$ cat config.mk
export PLATFORM = sky130hd
export DESIGN_NAME = bit_shuffler
export DESIGN_NICKNAME = d
export VERILOG_FILES = /design/src/rtl/shuf_pkg.sv /design/src/rtl/shuf_lfsr.sv /design/src/rtl/shuf_pick.sv /design/src/rtl/shuf_slots.sv /design/src/rtl/bit_shuffler.sv
export SDC_FILE = /design/constraint.sdc
export NUM_CORES = 1
export LEC_CHECK = 0
export ABC_AREA = 1
export BUFFER_PORTS_ARGS = -buffer_cell sky130_fd_sc_hd__buf_4
export CAP_MARGIN = 20
export CORE_MARGIN = 5
export CORE_UTILIZATION = 40
export DETAILED_ROUTE_END_ITERATION = 10
export SLEW_MARGIN = 20
export SYNTH_ARGS = -nofsm -noshare
export SYNTH_HDL_FRONTEND = slang
export SYNTH_SLANG_ARGS = --single-unit
$ cat constraint.sdc
create_clock -name clk -period 2.7 [get_ports clk]
set_clock_uncertainty 0.2 [all_clocks]
set_input_delay 0.27 -clock clk [delete_from_list [all_inputs] [get_ports clk]]
set_output_delay 0.27 -clock clk [all_outputs]
set_load 0.02 [all_outputs]
$ cat src/rtl/shuf_pkg.sv
package shuf_pkg;

   // width of an index that can name DEPTH slots plus the arriving bit
   function automatic int unsigned sel_bits(input int unsigned depth);
      return (depth < 1) ? 1 : $clog2(depth + 1);
   endfunction

   typedef enum logic [1:0] {
      OP_IDLE  = 2'd0,
      OP_FILL  = 2'd1,
      OP_SWAP  = 2'd2,
      OP_DRAIN = 2'd3
   } shuf_op_e;

endpackage

$ cat src/rtl/shuf_lfsr.sv
module shuf_lfsr #(
   parameter int unsigned       W    = 16,
   parameter int unsigned       OW   = 15,
   parameter logic [W-1:0]      TAPS = 16'hB400,
   parameter logic [W-1:0]      SEED = 16'hACE1
) (
   input  logic          clk,
   input  logic          rst_n,
   output logic [OW-1:0] bits
);

   if (W < 2)      begin : g_bad_w    $error("shuf_lfsr: W must be at least 2");   end
   if (OW > W)     begin : g_bad_ow   $error("shuf_lfsr: OW must not exceed W");   end
   if (SEED == '0) begin : g_bad_seed $error("shuf_lfsr: SEED must be non-zero"); end

   logic [W-1:0] state_q;
   logic         feed;

   assign feed = ^(state_q & TAPS);

   always_ff @(posedge clk or negedge rst_n) begin
      if (!rst_n) state_q <= SEED;
      else        state_q <= {state_q[W-2:0], feed};
   end

   assign bits = state_q[OW-1:0];

endmodule

$ cat src/rtl/shuf_pick.sv
module shuf_pick #(
   parameter int unsigned DEPTH = 4,
   parameter int unsigned IW    = 3,
   parameter int unsigned NTRY  = 5
) (
   input  logic [NTRY*IW-1:0] rnd,
   output logic [IW-1:0]      idx
);

   localparam int unsigned SPAN = DEPTH + 1;

   if (NTRY < 1) begin : g_bad_ntry $error("shuf_pick: need at least one field"); end

   if (SPAN == (1 << IW)) begin : g_direct
      // every field value is legal: fold all fields together
      always_comb begin
         idx = '0;
         for (int k = 0; k < NTRY; k++) idx = idx ^ rnd[k*IW +: IW];
      end
   end else begin : g_redraw
      localparam logic [IW-1:0] TOP  = IW'(DEPTH);
      localparam logic [IW-1:0] WRAP = IW'(SPAN);
      logic [IW-1:0] fallback;

      // out-of-range value folded back; only used when all fields miss
      assign fallback = rnd[IW-1:0] - WRAP;

      always_comb begin
         idx = fallback;
         for (int k = NTRY - 1; k >= 0; k--) begin
            if (rnd[k*IW +: IW] <= TOP) idx = rnd[k*IW +: IW];
         end
      end
   end

endmodule

$ cat src/rtl/shuf_slots.sv
module shuf_slots #(
   parameter int unsigned DEPTH = 4,
   parameter int unsigned IW    = 3
) (
   input  logic             clk,
   input  logic             rst_n,
   input  logic             we,
   input  logic [IW-1:0]    waddr,
   input  logic             wbit,
   output logic [DEPTH-1:0] bits
);

   for (genvar g = 0; g < DEPTH; g++) begin : g_slot
      logic q;
      always_ff @(posedge clk or negedge rst_n) begin
         if (!rst_n)                          q <= 1'b0;
         else if (we && (waddr == IW'(g)))    q <= wbit;
      end
      assign bits[g] = q;
   end

endmodule

$ cat src/rtl/bit_shuffler.sv
module bit_shuffler
   import shuf_pkg::*;
#(
   parameter int unsigned          DEPTH     = 4,
   parameter int unsigned          LFSR_W    = 16,
   parameter logic [LFSR_W-1:0]    LFSR_TAPS = 16'hB400,
   parameter logic [LFSR_W-1:0]    LFSR_SEED = 16'hACE1
) (
   input  logic clk,
   input  logic rst_n,
   input  logic clear,
   input  logic din,
   input  logic din_vld,
   input  logic drain,
   output logic dout,
   output logic dout_vld
);

   localparam int unsigned     IW   = sel_bits(DEPTH);
   localparam int unsigned     NTRY = LFSR_W / IW;
   localparam int unsigned     PW   = NTRY * IW;
   localparam logic [IW-1:0]   FULL = IW'(DEPTH);

   if (DEPTH < 1)     begin : g_bad_depth $error("bit_shuffler: DEPTH must be at least 1"); end
   if (LFSR_W < IW)   begin : g_bad_lfsr  $error("bit_shuffler: LFSR_W narrower than index"); end

   logic [PW-1:0]    rnd;
   logic [IW-1:0]    pick_idx;
   logic [DEPTH-1:0] slot_bits;
   logic [IW-1:0]    fill_q, fill_d;
   logic             we;
   logic [IW-1:0]    waddr;
   logic             sel_bit, top_bit;
   logic             nxt_out, nxt_vld;
   shuf_op_e         op;

   shuf_lfsr #(
      .W    (LFSR_W),
      .OW   (PW),
      .TAPS (LFSR_TAPS),
      .SEED (LFSR_SEED)
   ) u_lfsr (
      .clk   (clk),
      .rst_n (rst_n),
      .bits  (rnd)
   );

   shuf_pick #(
      .DEPTH (DEPTH),
      .IW    (IW),
      .NTRY  (NTRY)
   ) u_pick (
      .rnd (rnd),
      .idx (pick_idx)
   );

   shuf_slots #(
      .DEPTH (DEPTH),
      .IW    (IW)
   ) u_slots (
      .clk   (clk),
      .rst_n (rst_n),
      .we    (we),
      .waddr (waddr),
      .wbit  (din),
      .bits  (slot_bits)
   );

   // read muxes: randomly indexed slot, and highest occupied slot
   always_comb begin
      sel_bit = 1'b0;
      top_bit = 1'b0;
      for (int k = 0; k < DEPTH; k++) begin
         if (pick_idx == IW'(k))   sel_bit = slot_bits[k];
         if (fill_q == IW'(k + 1)) top_bit = slot_bits[k];
      end
   end

   // operation of this cycle; clear overrides, input beats drain
   always_comb begin
      if (clear)                         op = OP_IDLE;
      else if (din_vld && fill_q != FULL) op = OP_FILL;
      else if (din_vld)                  op = OP_SWAP;
      else if (drain && fill_q != '0)    op = OP_DRAIN;
      else                               op = OP_IDLE;
   end

   always_comb begin
      we      = 1'b0;
      waddr   = fill_q;
      fill_d  = fill_q;
      nxt_out = 1'b0;
      nxt_vld = 1'b0;
      unique case (op)
         OP_FILL: begin
            we     = 1'b1;
            fill_d = fill_q + 1'b1;
         end
         OP_SWAP: begin
            nxt_vld = 1'b1;
            if (pick_idx == FULL) begin
               nxt_out = din;
            end else begin
               nxt_out = sel_bit;
               we      = 1'b1;
               waddr   = pick_idx;
            end
         end
         OP_DRAIN: begin
            nxt_vld = 1'b1;
            nxt_out = top_bit;
            fill_d  = fill_q - 1'b1;
         end
         default: ;
      endcase
   end

   always_ff @(posedge clk or negedge rst_n) begin
      if (!rst_n) begin
         fill_q   <= '0;
         dout     <= 1'b0;
         dout_vld <= 1'b0;
      end else if (clear) begin
         fill_q   <= '0;
         dout     <= 1'b0;
         dout_vld <= 1'b0;
      end else begin
         fill_q   <= fill_d;
         dout     <= nxt_out;
         dout_vld <= nxt_vld;
      end
   end

endmodule

==> run metrics <==
Final WS setup=262 ps; Arrival @ worst endpoint=2410 ps; initial antenna violation count=0; final setup violation count=0; type of destination of the critical path=flop; Cell Rows=22; Hold Path Depth=3; share of cells above drive strength 1=0.219; peak supply drop=200 uV; Util after Layout=0.460; I/O Buffers=7; Ys Warns=0; Bufs on Longest Clock Path=2; Mapped Nets=191; Post-synth EDFFs=0; Remaining DRCs=0; dominant cells by area after synthesis=dfrtp_1 28%, dfstp_2 14%, nand2_1 11%; total grt overflow=0; drt first pass iters=4; power density over cell area=511 nW/um2; depth of the CTS H-tree=1; Tot GR Track Use=0.115; status=finished clean; Final min period=2440 ps; Synth cell types=28; RePlAce Congestion=0.898; first-pass GRT wire length=4760 um; DIE HEIGHT=71.2 um; width of the chip=71.2 um; Synth Register Bits=25; Via density=4.66; Core ar.=3630 um2; Inst Count DP=230; Clock Latency Late Sink=270 ps; leakage=0.000832 uW; DRT iter0 DRCs=51; final cell count without fillers=235; data required time of the worst path=2670 ps; DRT Wirelength=2700 um; top_reg_cell synth=dfrtp_1; synthesized area=1500 um2; fmax=410 MHz; CTS Sinks=25; count leader, synth=nand2_1; via count=1094; Seq/Total Area, Yosys=0.424; setup repair after global routing missed its margin=false; period utilization=0.903; Clk pin slew, worst setup/hold paths=90 ps; CTS tree=done; kind of critical path=reg -> reg; # fillers=376; post-CTS resize count=0; vias in the first global route=1112; CTS Buf Count=3; Slew Limit Fails=0; Max-cap violations=0; die area=5070 um2; share of the synthesized area in the top cell type=0.284; fin nets=204; CTS Root Cell=clkbuf_8; startpoint types=flop; ANT nets after route=0; worst slew pin tran=326 ps; top cells by count, synth=43 x nand2_1, 29 x inv_1, 17 x dfrtp_1; TNS Setup=0 ps; Hold WS=58.4 ps; DR WL/cell=11.5 um; Synth Instances=175; CP max FO=5; Final Hold Fails=0; Final HPWL DP=2110 um; Setup Buffers After CTS=0; DP Worst Slack=257 ps; synthesized area per cell=8.57 um2; largest area contributor in the netlist=dfrtp_1; Relative slew margins=0.780; R2R depth=18; P&R area growth vs syn=11.5%; cts hold-fix bufs=1; io pins=8; Ant. Diodes=0; Starting Density=0.413; largest net degree at the start of global routing=26; fraction of registers with async set/reset=1.00; Tightest Hold Check Type=in -> reg
-- report_power, final --
| part | switching, uW | internal, uW | leakage (uW) |
|---|---|---|---|
| Clock | 130 | 108 | 0.0000261 |
| Sequential | 40.8 | 408 | 0.000313 |
| Combinational | 103 | 63.5 | 0.000493 |
| Total | 273 | 580 | 0.000832 |
-- worst paths after layout --
| kind | startpoint | endpoint | slack, ps |
|---|---|---|---|
| worst max-delay path | u_lfsr.state_q[0] | u_slots.g_slot[0].q | 260 |
| min in group asynchronous | rst_n | u_lfsr.state_q[14] | 230 |
| worst max register to register | u_lfsr.state_q[0] | u_slots.g_slot[0].q | 260 |
| max in group asynchronous | rst_n | u_lfsr.state_q[0] | 1770 |
| worst min register to register | u_lfsr.state_q[10] | u_lfsr.state_q[11] | 180 |
| worst min-delay path | din | u_slots.g_slot[1].q | 60 |
-- placed cells by master (no fill, tap or decap), types with 2 or more instances in the layout --
| cell type | instances |
|---|---|
| inv_1 | 29 |
| nand3_2 | 2 |
| dfrtp_1 | 17 |
| xor2_1 | 2 |
| nor2_4 | 2 |
| nand3_4 | 2 |
| o21ai_0 | 6 |
| inv_2 | 4 |
| ha_1 | 10 |
| o22ai_1 | 2 |
| a21oi_1 | 8 |
| nor2_1 | 9 |
| nand2_1 | 43 |
| nand3_1 | 9 |
| dfstp_2 | 8 |
| buf_4 | 7 |
| nand4_1 | 3 |
| nor2_8 | 2 |
| nand2_4 | 3 |
| clkbuf_8 | 3 |
| nand2_2 | 5 |
-- through the flow --
| stage | area [um2] | total power (uW) |
|---|---|---|
| floorplan | 1500 | 561 |
| global placement | 1610 | 612 |
| detailed placement | 1610 | 620 |
| CTS | 1670 | 866 |
| global route | 1670 | 913 |
| finish | 1670 | 853 |
-- critical path, stage by stage, from the launching register on --
cell and delay (ps):
dfstp_2 550, inv_1 60, ha_1 210, inv_1 60
ha_1 210, o21ai_0 150, nand2_1 70, nand2_1 50
nand2_1 40, nand2_1 60, nand2_2 60, nand2_2 80
nand3_4 90, nand3_2 110, nand2_4 80, nor2_8 100
nand2_1 60, nand2_1 60, nand2_1 40
-- registers in the layout (all words and copies together) (netlist names) --
signal            cells
u_slots.g_slot.q      4
fill_q                3
dout                  1
u_lfsr.state_q       16
dout_vld              1
-- routing by layer --
metal / routed length, um / track usage / up-vias
met3: 44 / 0.0168 / 2
met4: 9 / 0.0397 / 0
li1: - / - / 576
met1: 1280 / 0.145 / 507
met2: 1360 / 0.200 / 9
met5: 0 / 0 / -
-- layout make-up --
class	count	area [um2]	area share
clock inverter	1	8.76	0.00524
inverter	33	124	0.0741
sequential	25	636	0.380
multi-input combinational	117	739	0.442
clock buffer	3	41.3	0.0247
timing repair buffer	8	62.6	0.0374
tap	48	60.1	0.0359
-- logic make-up after synthesis --
kind of cell	Yosys count	share of synthesized area
AO/OA/AOI/OAI	22	0.0893
XOR/XNOR	3	0.0175
adder cells (fa/ha/maj)	10	0.0835
buffers and inverters	33	0.0826
flip-flops	25	0.424
AND/OR/NAND/NOR	82	0.303
Power figures use the tool's default switching activity.
